==> src/rtl/ata_pio_pkg.sv <==
package ata_pio_pkg;

   localparam int ADDR_W = 5;

   typedef enum logic [1:0] {
      ST_IDLE   = 2'd0,
      ST_SETUP  = 2'd1,
      ST_STROBE = 2'd2,
      ST_RECOV  = 2'd3
   } seq_state_t;

   // cycles covering at least ns nanoseconds at mhz, rounded up
   function automatic int cyc_from_ns(input int ns, input int mhz);
      return (ns * mhz + 999) / 1000;
   endfunction

   function automatic int max3(input int a, input int b, input int c);
      int m;
      m = (a > b) ? a : b;
      return (m > c) ? m : c;
   endfunction

endpackage

==> src/rtl/ata_pio_sync.sv <==
module ata_pio_sync #(
   parameter int STAGES  = 2,
   parameter bit RST_VAL = 1'b1
) (
   input  logic clk,
   input  logic rst_n,
   input  logic d,
   output logic q
);

   if (STAGES < 2) begin : g_bad_stages
      $error("ata_pio_sync: STAGES must be at least 2");
   end

   logic [STAGES-1:0] sr;

   always_ff @(posedge clk) begin
      if (!rst_n) sr <= {STAGES{RST_VAL}};
      else        sr <= {sr[STAGES-2:0], d};
   end

   assign q = sr[STAGES-1];

endmodule

==> src/rtl/ata_pio_phase_cnt.sv <==
module ata_pio_phase_cnt #(
   parameter int W = 3
) (
   input  logic         clk,
   input  logic         rst_n,
   input  logic         load,
   input  logic [W-1:0] load_val,
   output logic         zero
);

   logic [W-1:0] cnt;

   always_ff @(posedge clk) begin
      if (!rst_n)        cnt <= '0;
      else if (load)     cnt <= load_val;
      else if (cnt != 0) cnt <= cnt - 1'b1;
   end

   assign zero = (cnt == '0);

   // once zero, the counter stays there until reloaded
   p_hold_zero_r6: assert property (@(posedge clk) disable iff (!rst_n)
      (zero && !load) |=> zero);

endmodule

==> src/rtl/ata_pio_wait_guard.sv <==
module ata_pio_wait_guard #(
   parameter int LIMIT = 1024
) (
   input  logic clk,
   input  logic rst_n,
   input  logic waiting,
   output logic expired
);

   if (LIMIT < 0) begin : g_bad_limit
      $error("ata_pio_wait_guard: LIMIT must not be negative");
   end

   if (LIMIT == 0) begin : g_off
      logic unused_in;
      assign unused_in = &{clk, rst_n, waiting};
      assign expired   = 1'b0;
   end else begin : g_on
      localparam int WW = $clog2(LIMIT + 1);
      logic [WW-1:0] wcnt;

      always_ff @(posedge clk) begin
         if (!rst_n || !waiting) wcnt <= '0;
         else if (!expired)      wcnt <= wcnt + 1'b1;
      end

      assign expired = waiting && (wcnt == WW'(LIMIT));

      // the wait count never runs past its limit
      p_wait_bound_r9: assert property (@(posedge clk) disable iff (!rst_n)
         wcnt <= WW'(LIMIT));
   end

endmodule

==> src/rtl/ata_pio_seq.sv <==
module ata_pio_seq
   import ata_pio_pkg::*;
#(
   parameter int CLK_MHZ     = 100,
   parameter int DW          = 16,
   parameter int T_SU_NS     = 25,
   parameter int T_ACT_NS    = 70,
   parameter int T_REC_NS    = 25,
   parameter int IORDY_LIMIT = 1024,
   parameter int SYNC_STAGES = 2
) (
   input  logic              clk,
   input  logic              rst_n,
   input  logic              req_valid,
   input  logic [ADDR_W-1:0] req_addr,
   input  logic              req_write,
   input  logic              req_byte,
   input  logic [DW-1:0]     req_wdata,
   output logic              busy,
   output logic              rsp_done,
   output logic [DW-1:0]     rsp_rdata,
   output logic              rsp_timeout,
   output logic [1:0]        ata_cs_n,
   output logic [2:0]        ata_da,
   output logic              ata_rd_n,
   output logic              ata_wr_n,
   output logic [DW-1:0]     ata_dout,
   output logic              ata_doe,
   input  logic [DW-1:0]     ata_din,
   input  logic              ata_iordy
);

   localparam int SU_C  = cyc_from_ns(T_SU_NS,  CLK_MHZ);
   localparam int ACT_C = cyc_from_ns(T_ACT_NS, CLK_MHZ);
   localparam int REC_C = cyc_from_ns(T_REC_NS, CLK_MHZ);
   localparam int MAX_C = max3(SU_C, ACT_C, REC_C);
   localparam int CW    = $clog2(MAX_C + 1);
   localparam int AGE_W = 16;

   if (CLK_MHZ < 1) begin : g_bad_clk
      $error("ata_pio_seq: CLK_MHZ must be positive");
   end
   if (DW <= 8) begin : g_bad_dw
      $error("ata_pio_seq: DW must exceed 8");
   end
   if (SU_C < 1 || ACT_C < 1 || REC_C < 1) begin : g_bad_times
      $error("ata_pio_seq: every phase needs at least one cycle");
   end

   seq_state_t    st;
   logic          cyc_write, cyc_byte;
   logic          iordy_s;
   logic          ph_load, ph_zero;
   logic [CW-1:0] ph_val;
   logic          waiting, wd_expired;
   logic          release_now;
   logic          strobe_act;

   ata_pio_sync #(.STAGES(SYNC_STAGES), .RST_VAL(1'b1)) u_sync (
      .clk   (clk),
      .rst_n (rst_n),
      .d     (ata_iordy),
      .q     (iordy_s)
   );

   ata_pio_phase_cnt #(.W(CW)) u_phase (
      .clk      (clk),
      .rst_n    (rst_n),
      .load     (ph_load),
      .load_val (ph_val),
      .zero     (ph_zero)
   );

   assign waiting = (st == ST_STROBE) && ph_zero && !iordy_s;

   ata_pio_wait_guard #(.LIMIT(IORDY_LIMIT)) u_guard (
      .clk     (clk),
      .rst_n   (rst_n),
      .waiting (waiting),
      .expired (wd_expired)
   );

   assign release_now = (st == ST_STROBE) && ph_zero && (iordy_s || wd_expired);

   always_comb begin
      ph_load = 1'b0;
      ph_val  = '0;
      unique case (st)
         ST_IDLE: if (req_valid) begin
            ph_load = 1'b1;
            ph_val  = CW'(SU_C - 1);
         end
         ST_SETUP: if (ph_zero) begin
            ph_load = 1'b1;
            ph_val  = CW'(ACT_C - 1);
         end
         ST_STROBE: if (release_now) begin
            ph_load = 1'b1;
            ph_val  = CW'(REC_C - 1);
         end
         default: ;
      endcase
   end

   always_ff @(posedge clk) begin
      if (!rst_n) begin
         st          <= ST_IDLE;
         cyc_write   <= 1'b0;
         cyc_byte    <= 1'b0;
         ata_cs_n    <= 2'b11;
         ata_da      <= '0;
         ata_rd_n    <= 1'b1;
         ata_wr_n    <= 1'b1;
         ata_doe     <= 1'b0;
         ata_dout    <= '0;
         rsp_done    <= 1'b0;
         rsp_rdata   <= '0;
         rsp_timeout <= 1'b0;
      end else begin
         rsp_done <= 1'b0;
         unique case (st)
            ST_IDLE: if (req_valid) begin
               st        <= ST_SETUP;
               cyc_write <= req_write;
               cyc_byte  <= req_byte;
               ata_cs_n  <= req_addr[4:3];
               ata_da    <= req_addr[2:0];
               ata_doe   <= req_write;
               ata_dout  <= req_write ? req_wdata : '0;
            end
            ST_SETUP: if (ph_zero) begin
               st <= ST_STROBE;
               if (cyc_write) ata_wr_n <= 1'b0;
               else           ata_rd_n <= 1'b0;
            end
            ST_STROBE: if (release_now) begin
               st          <= ST_RECOV;
               ata_rd_n    <= 1'b1;
               ata_wr_n    <= 1'b1;
               rsp_timeout <= !iordy_s;
               if (cyc_write || !iordy_s) rsp_rdata <= '0;
               else if (cyc_byte)         rsp_rdata <= {{(DW-8){1'b0}}, ata_din[7:0]};
               else                       rsp_rdata <= ata_din;
            end
            ST_RECOV: if (ph_zero) begin
               st       <= ST_IDLE;
               ata_cs_n <= 2'b11;
               ata_da   <= '0;
               ata_doe  <= 1'b0;
               ata_dout <= '0;
               rsp_done <= 1'b1;
            end
            default: st <= ST_IDLE;
         endcase
      end
   end

   assign busy       = (st != ST_IDLE);
   assign strobe_act = !ata_rd_n || !ata_wr_n;

   // checker counters: cycles since acceptance and current strobe length
   logic [AGE_W-1:0] chk_age;
   logic [AGE_W-1:0] chk_low;

   always_ff @(posedge clk) begin
      if (!rst_n || st == ST_IDLE) chk_age <= '0;
      else if (chk_age != '1)      chk_age <= chk_age + 1'b1;
   end

   always_ff @(posedge clk) begin
      if (!rst_n || !strobe_act) chk_low <= '0;
      else if (chk_low != '1)    chk_low <= chk_low + 1'b1;
   end

   p_idle_bus_r1: assert property (@(posedge clk) disable iff (!rst_n)
      (st == ST_IDLE) |-> (ata_cs_n == 2'b11 && ata_rd_n && ata_wr_n && !ata_doe));

   p_addr_hold_r2: assert property (@(posedge clk) disable iff (!rst_n)
      (busy && $past(busy)) |-> ($stable(ata_da) && $stable(ata_cs_n)));

   p_setup_min_r3: assert property (@(posedge clk) disable iff (!rst_n)
      $rose(strobe_act) |-> (chk_age >= AGE_W'(SU_C)));

   p_one_strobe_r3: assert property (@(posedge clk) disable iff (!rst_n)
      !(!ata_rd_n && !ata_wr_n));

   p_pulse_min_r4: assert property (@(posedge clk) disable iff (!rst_n)
      $fell(strobe_act) |-> (chk_low >= AGE_W'(ACT_C)));

   p_stretch_r5: assert property (@(posedge clk) disable iff (!rst_n)
      (strobe_act && !iordy_s && !wd_expired) |=> strobe_act);

   p_done_pulse_r6: assert property (@(posedge clk) disable iff (!rst_n)
      rsp_done |=> !rsp_done);

   p_drive_write_r8: assert property (@(posedge clk) disable iff (!rst_n)
      ata_doe |-> (cyc_write && !ata_rd_n == 1'b0));

   p_dout_steady_r8: assert property (@(posedge clk) disable iff (!rst_n)
      (ata_doe && $past(ata_doe)) |-> $stable(ata_dout));

   p_timeout_data_r9: assert property (@(posedge clk) disable iff (!rst_n)
      (rsp_done && rsp_timeout) |-> (rsp_rdata == '0));

   p_done_idle_r10: assert property (@(posedge clk) disable iff (!rst_n)
      rsp_done |-> !busy);

endmodule

==> config.mk <==
export PLATFORM = sky130hd
export DESIGN_NAME = ata_pio_seq
export DESIGN_NICKNAME = d
export VERILOG_FILES = /design/src/rtl/ata_pio_pkg.sv /design/src/rtl/ata_pio_sync.sv /design/src/rtl/ata_pio_phase_cnt.sv /design/src/rtl/ata_pio_wait_guard.sv /design/src/rtl/ata_pio_seq.sv
export SDC_FILE = /design/constraint.sdc
export NUM_CORES = 1
export LEC_CHECK = 0
export BUFFER_PORTS_ARGS = -buffer_cell sky130_fd_sc_hd__buf_4
export CORE_UTILIZATION = 50
export DETAILED_ROUTE_END_ITERATION = 16
export PLACE_DENSITY = 0.79
export SLEW_MARGIN = 10
export SYNTH_ARGS = -nofsm -noshare
export SYNTH_HDL_FRONTEND = slang
export SYNTH_SLANG_ARGS = --single-unit
==> constraint.sdc <==
create_clock -name clk -period 3.07 [get_ports clk]
set_clock_uncertainty 0.15 [all_clocks]
set_input_delay 0.614 -clock clk [delete_from_list [all_inputs] [get_ports clk]]
set_output_delay 0.614 -clock clk [all_outputs]
set_load 0.03 [all_outputs]
# Word-level counts from Yosys, hierarchy flattened

Index checks and enable logic that the tools add are counted.

Register bits after elaboration: 62
Input bits: 43
Output and inout port bits: 43
Logic and storage cells: 88

Add/subtract/negate cells: 2
Equal/unequal tests: 10
Mux-type cells: 37
Reduce and logical (&&, ||, !) cells: 24

Operators by type and width:

| operator              | count |
|---|---|
| $mux 16               | 5 |
| $pmux 16 s2           | 1 |
| $mux 2                | 8 |
| $mux 3                | 5 |
| $ne 2x2->1 const B    | 6 |
| $reduce_and 4->1      | 3 |
| $add 11x1->11 const B | 1 |
| $eq 11x11->1 const B  | 1 |
| $mux 1                | 10 |
| $pmux 3 s3            | 1 |
| $pmux 2 s4            | 1 |
| $reduce_bool 2->1     | 4 |
| $pmux 1 s2            | 3 |
| $pmux 3 s2            | 1 |
| $reduce_and 2->1      | 3 |
| $eq 2x2->1 const B    | 2 |
| $logic_and 1x1->1     | 4 |
| $pmux 2 s2            | 1 |
| $logic_not 1->1       | 3 |
| $logic_not 3->1       | 1 |
| $logic_or 1x1->1      | 3 |
| $pmux 1 s3            | 1 |
| $reduce_and 3->1      | 1 |
| $reduce_bool 3->1     | 1 |
| other kinds (3)       | 3 |

# Depth between registers and ports, before layout

Depth in word-level cells: 9
Depth in mapped cells: 9
Mapped depth without buffers: 6

# Cells and area by module

Synthesis repeated with hierarchy kept, for this count alone.

Cell total of the unflattened synthesis: 307
Area total of the unflattened synthesis: 2964.1 µm²

Modules (own cells, without submodules):

| module             | times used | cells an instance | area an instance (µm²) | sequential area each (µm²) |
|---|---|---|---|---|
| ata_pio_seq        | 1          | 220               | 2163.3                 | 920.9 |
| ata_pio_wait_guard | 1          | 61                | 543.0                  | 220.2 |
| ata_pio_phase_cnt  | 1          | 22                | 205.2                  | 60.1 |
| ata_pio_sync       | 1          | 4                 | 52.6                   | 40.0 |

# Worst setup path after synthesis

No wires, ideal clock.

Kind: reg-to-reg
From: register st[0]
To: register ata_dout[10]
Library setup time: 0.117 ns
Arrival time: 1.709 ns
Data required time: 2.803 ns
Setup slack: 1.094 ns
Cell stages (with the launch flop): 10
Buffers on the path: 3
Period minus slack after synthesis: 1.976 ns
Path through: dfxtp_1 > inv_1 > ha_1 > nor2b_1 > o21a_1 > buf_6 > and3_4 > buf_6 > buf_6 > a22o_1

Longest elaborated chain between the ends: 3
Elaborated cells between the ends (all ways): 7
Classes of those cells: 3 x eq/ne; 1 x mux; 3 x reduce/logical

Ends and longest elaborated chain:

| what                                                                    | RTL line           | RTL |
|---|---|---|
| start, declared                                                         | ata_pio_seq.sv:50  | `seq_state_t st;` |
| start signal, assigned                                                  | ata_pio_seq.sv:107 | `st <= ST_IDLE;` |
| start signal, assigned                                                  | ata_pio_seq.sv:123 | `st <= ST_SETUP;` |
| start signal, assigned                                                  | ata_pio_seq.sv:132 | `st <= ST_STROBE;` |
| $eq 2x2->1 / $logic_not 2->1 (equally long branches)                    | ata_pio_seq.sv:121 | `unique case (st)` |
| $ne 2x2->1 (no source line) / $reduce_bool 2->1 (equally long branches) | -                  |  |
| $reduce_and 3->1 (no source line)                                       | -                  |  |
| end signal, assigned                                                    | ata_pio_seq.sv:129 | `ata_dout <= req_write ? req_wdata : '0;` |
| end, declared                                                           | ata_pio_seq.sv:27  | `output logic [DW-1:0] ata_dout,` |

Parallel ways exist; a longest one is shown, timed or not.
A chain may end at the register's enable or synchronous reset.

# Worst setup path after layout

From: register u_phase.cnt[0]
To: register rsp_rdata[6]

Longest elaborated chain between the ends: 7

Ends and longest elaborated chain:

| what                                | RTL line                             | RTL |
|---|---|---|
| start, declared                     | ata_pio_phase_cnt.sv:11              | `logic [W-1:0] cnt;` |
| start signal, assigned              | ata_pio_phase_cnt.sv:15              | `else if (load) cnt <= load_val;` |
| start signal, assigned              | ata_pio_phase_cnt.sv:16              | `else if (cnt != 0) cnt <= cnt - 1'b1;` |
| $logic_not 3->1 *                   | ata_pio_phase_cnt.sv:19              | `assign zero = (cnt == '0);` |
| $logic_and 1x1->1 *                 | ata_pio_seq.sv:74, ata_pio_seq.sv:83 |  |
| $logic_and 1x1->1                   | ata_pio_seq.sv:74                    | `assign waiting = (st == ST_STROBE) && ph_zero && !iordy_s;` |
| $logic_and 1x1->1                   | ata_pio_wait_guard.sv:27             | `assign expired = waiting && (wcnt == WW'(LIMIT));` |
| $logic_or 1x1->1                    | ata_pio_seq.sv:83                    | `assign release_now = (st == ST_STROBE) && ph_zero && (iordy_s \|\| wd_expired);` |
| $logic_and 1x1->1 *                 | ata_pio_seq.sv:83                    |  |
| $reduce_and 2->1 (no source line) * | -                                    |  |
| end signal, assigned                | ata_pio_seq.sv:142                   | `else if (cyc_byte) rsp_rdata <= {{(DW-8){1'b0}}, ata_din[7:0]};` |
| end signal, assigned                | ata_pio_seq.sv:143                   | `else rsp_rdata <= ata_din;` |
| end, declared                       | ata_pio_seq.sv:21                    | `output logic [DW-1:0] rsp_rdata,` |

Mark *: on every way between the ends. The rest lies on a longest branch, timed or not.

==> out/qor.json <==
{
  "synthesis": {
    "postSynthNetCount": 325,
    "synth-main-ff-cell": "sky130_fd_sc_hd__dfxtp_1",
    "synth_async_sr_flop_share_pct": 0,
    "synthSimpleGateAreaFrac_pct": 20.8,
    "yosys.area_share.adder_pct": 3.81,
    "synth-seq-area-share_pct": 47.3,
    "post_synth_mux_area_share_pct": 8.86,
    "synth_enable_flop_cells": 0,
    "average_footprint_of_a_synthesized_cell_um2": 9.58,
    "synth.yosys.warnings": 0,
    "synth_cells": 274,
    "synth.lib_cells_used.distinct": 40,
    "post_synthesis_sequential_element_count": 62,
    "synth-compound-area-share_pct": 10.9,
    "yosys.area_share.xor_xnor_pct": 3.00,
    "synthesis.area_um2": 2630,
    "synth_top_family_by_area": "simple AND/OR/NAND/NOR gates"
  },
  "setup_path": {
    "worstReg2RegEnd": "rsp_rdata[6]",
    "startpoint": "u_phase.cnt[0]",
    "endpoint_kind": "flip-flop",
    "reg2reg_slack_ns": 0.65,
    "critPathArrivalTime_ns": 2.54,
    "critical_path.startpoint_type": "flip-flop",
    "criticalPathCategory": "reg -> reg",
    "cp_data_required_time_ns": 3.18,
    "worstReg2RegStart": "u_phase.cnt[0]",
    "reg2reg_depth": 6,
    "critical_path.max_fanout": 18
  },
  "pwr": {
    "highest_ir_drop_seen_on_vdd_uv": 509,
    "internal-power_mw": 1.84,
    "power_frac_comb_pct": 37.8,
    "p_sw_share_pct": 36.5,
    "power_frac_clock_pct": 26.8,
    "total_power_mw": 2.90,
    "share_seq_of_total_power_pct": 35.4,
    "switching_power_mw": 1.06,
    "total_leakage_power_nw": 1.47,
    "p_per_area_nw_per_um2": 839
  },
  "timing": {
    "timing.final.crit_period_ns": 2.42,
    "finalWorstSetupSlack_ns": 0.647,
    "worst-slew-pin-transition_ns": 0.967,
    "fin_crit_sh_pct": 78.9,
    "setup_repair_after_global_routing_missed_its_margin": "false",
    "final_max_slew_viol_count": 0,
    "timing.fmax_mhz": 413,
    "max_transition_margin_pct": 35.5,
    "finalHoldViolations": 0,
    "setup_viol": 0,
    "totalNegativeSetupSlack_ns": 0
  },
  "clock_tree": {
    "cts_repair_resize_count": 0,
    "cts_buffers": 9,
    "cts.repair_timing.setup_buffer_count": 0,
    "cts-hold-fix-buffers": 0,
    "root_buffer": "sky130_fd_sc_hd__clkbuf_8",
    "clkLatencyLatePin_ns": 0.35,
    "path_clk_slew_ns": 0.08,
    "cts_max_level": 3,
    "clockBufferDepth": 2,
    "tritoncts_num_sinks": 62,
    "tritoncts_clock_tree": "built"
  },
  "min_path": {
    "hold_path.startpoint": "u_sync.sr[0]",
    "hold_path_depth": 1,
    "hold_path_class": "reg -> reg",
    "min_to": "u_sync.sr[1]"
  },
  "grt": {
    "maximum_number_of_pins_on_one_net_before_global_route_repair": 31,
    "grt_total_ovfl": 0,
    "antenna_found_initial": 0,
    "groute.usage.overall_pct": 21.8,
    "first_global_vias": 2040,
    "grt_pass1_wl_um": 9070
  },
  "route": {
    "detail_route.wl_per_cell_um": 13.6,
    "dr.first_iter.drc_count": 82,
    "routed-via-count": 2223,
    "drc": 0,
    "dr_pass1_iterations": 4,
    "vias_per_cell": 5.17,
    "totalWireLength_um": 5830,
    "route.antenna.remaining_nets": 0
  },
  "finish": {
    "number_of_inserted_diodes": 0,
    "design.final.nets": 406,
    "nFillCells": 432,
    "layout-drive-gt1-share_pct": 29.4,
    "syn2layout_area_growth_pct": 31.6,
    "layout.cells.most_common_list": "sky130_fd_sc_hd__buf_4 (85), sky130_fd_sc_hd__dfxtp_1 (62), sky130_fd_sc_hd__nand2_1 (47), sky130_fd_sc_hd__mux2i_1 (21), sky130_fd_sc_hd__a22o_1 (16)",
    "final-seq-area_um2": 1240,
    "layout.cells.most_common": "sky130_fd_sc_hd__buf_4",
    "multi_input_area_um2": 1240
  },
  "floorplanning": {
    "dieHeight_um": 74.5,
    "pin_count": 86,
    "floorplan_die_area_um2": 5550,
    "fp-row-count": 26,
    "core_region_area_um2": 5070,
    "floorplan.initialDensity_pct": 51.8,
    "floorplan.die.width_um": 74.5
  },
  "placed_design": {
    "post-dp-hpwl_um": 4150,
    "placement.io_buffers": 85,
    "worst_setup_timing_slack_at_the_placement_stage_ns": 0.657,
    "routabilityCongestion": 0.809
  },
  "job": {
    "total_of_max_cap_violations": 0
  },
  "status": {
    "outcome": "completed"
  }
}
-- power by group through the flow --
stage / Clock, mW / Sequential [mW] / Combinational, mW
after floorplan: 0 / 1.22 / 0.623
after global placement: 0 / 1.04 / 1.07
after detailed placement: 0 / 1.04 / 1.09
after CTS: 0.787 / 1.02 / 1.10
after global routing: 0.820 / 1.04 / 1.18
final: 0.777 / 1.03 / 1.10
-- per-layer routing --
layer	up-vias	part of all wire, %	global-route usage (%)
li1	1102	-	-
met1	1045	44	27.7
met5	-	0	0
met3	11	6.1	7.05
met2	65	48	33.8
met4	0	1.6	9.43
-- sequential cells by signal (all words and copies together), names as in the netlist --
signal and count:
ata_da 3, ata_wr_n 1, ata_dout 16, u_guard.g_on.wcnt 11, cyc_write 1, rsp_done 1
rsp_rdata 16, rsp_timeout 1, u_phase.cnt 3, ata_doe 1, st 2, ata_rd_n 1
u_sync.sr 2, cyc_byte 1, ata_cs_n 2
-- metrics by stage --
| step | utilization, % | hold slack, ns | cells | instance area (um2) |
|---|---|---|---|---|
| final | 68.1 | 0.265 | 430 | 3460 |
| after global routing | 68.1 | 0.297 | 430 | 3460 |
| after CTS | 68.1 | 0.270 | 430 | 3460 |
| after detailed placement | 63.9 | 0.250 | 414 | 3240 |
| after global placement | 63.9 | 0.241 | 414 | 3240 |
| after floorplan | - | 0.236 | 274 | 2630 |
-- Yosys cell counts (2+ instances only) --
| library cell | count | area, um2 |
|---|---|---|
| sky130_fd_sc_hd__xnor2_1 | 4 | 35.0 |
| sky130_fd_sc_hd__mux2i_1 | 21 | 210 |
| sky130_fd_sc_hd__nor2_1 | 15 | 56.3 |
| sky130_fd_sc_hd__a221o_1 | 2 | 20.0 |
| sky130_fd_sc_hd__mux2_2 | 2 | 22.5 |
| sky130_fd_sc_hd__and3_1 | 4 | 25.0 |
| sky130_fd_sc_hd__buf_6 | 4 | 45.0 |
| sky130_fd_sc_hd__or3_1 | 3 | 18.8 |
| sky130_fd_sc_hd__nand2b_1 | 6 | 37.5 |
| sky130_fd_sc_hd__buf_2 | 3 | 15.0 |
| sky130_fd_sc_hd__a21oi_1 | 10 | 50.1 |
| sky130_fd_sc_hd__nand4_1 | 3 | 18.8 |
| sky130_fd_sc_hd__nand3_1 | 5 | 25.0 |
| sky130_fd_sc_hd__xor2_1 | 5 | 43.8 |
| sky130_fd_sc_hd__nor3_1 | 5 | 25.0 |
| sky130_fd_sc_hd__a22o_1 | 16 | 140 |
| sky130_fd_sc_hd__nand3b_1 | 6 | 45.0 |
| sky130_fd_sc_hd__clkbuf_1 | 5 | 18.8 |
| sky130_fd_sc_hd__nor2b_1 | 4 | 25.0 |
| sky130_fd_sc_hd__inv_1 | 8 | 30.0 |
| sky130_fd_sc_hd__o22ai_1 | 2 | 12.5 |
| sky130_fd_sc_hd__ha_1 | 8 | 100 |
| sky130_fd_sc_hd__o21a_1 | 2 | 15.0 |
| sky130_fd_sc_hd__nand2_1 | 47 | 176 |
| sky130_fd_sc_hd__and3b_1 | 2 | 17.5 |
| sky130_fd_sc_hd__dfxtp_1 | 62 | 1240 |
| sky130_fd_sc_hd__o21ai_0 | 7 | 35.0 |
-- area by class of cell --
cell class	instances	share of cell area, %
Clock inverter	6	2.50
Tap cell	70	2.53
Sequential cell	62	35.9
Clock buffer	10	3.69
Timing Repair Buffer	85	18.5
Multi-Input combinational cell	189	36.0
Inverter	8	0.869
-- cell families (layout without fill, tap and decap cells) --
| logic type | Yosys count | in the layout |
|---|---|---|
| AOI/OAI and AO/OA | 41 | 41 |
| adders and majority gates | 8 | 8 |
| buffers and inverters | 23 | 109 |
| xor gates and xnor gates | 9 | 9 |
| muxes | 23 | 23 |
| and+or+nand+nor | 108 | 108 |
| DFF | 62 | 62 |
-- critical path: stages (launching register included) --
cell and delay [ns]:
sky130_fd_sc_hd__dfxtp_1 0.32, sky130_fd_sc_hd__inv_1 0.08, sky130_fd_sc_hd__ha_1 0.24, sky130_fd_sc_hd__and2b_1 0.28
sky130_fd_sc_hd__and2_1 0.20, sky130_fd_sc_hd__o21a_1 0.78, sky130_fd_sc_hd__mux2i_1 0.28
-- how the worst max path moves through the flow --
stage	to	slack, ns	depth (start not counted)
6_report	rsp_rdata[6]	0.65	6
5_1_grt	ata_rd_n	0.51	6
4_1_cts	rsp_rdata[6]	0.65	6
3_5_place_dp	rsp_rdata[6]	0.66	6
3_3_place_gp	ata_rd_n	0.75	6
2_1_floorplan	ata_dout[10]	1.09	9
(Power assumes the default switching activity.)
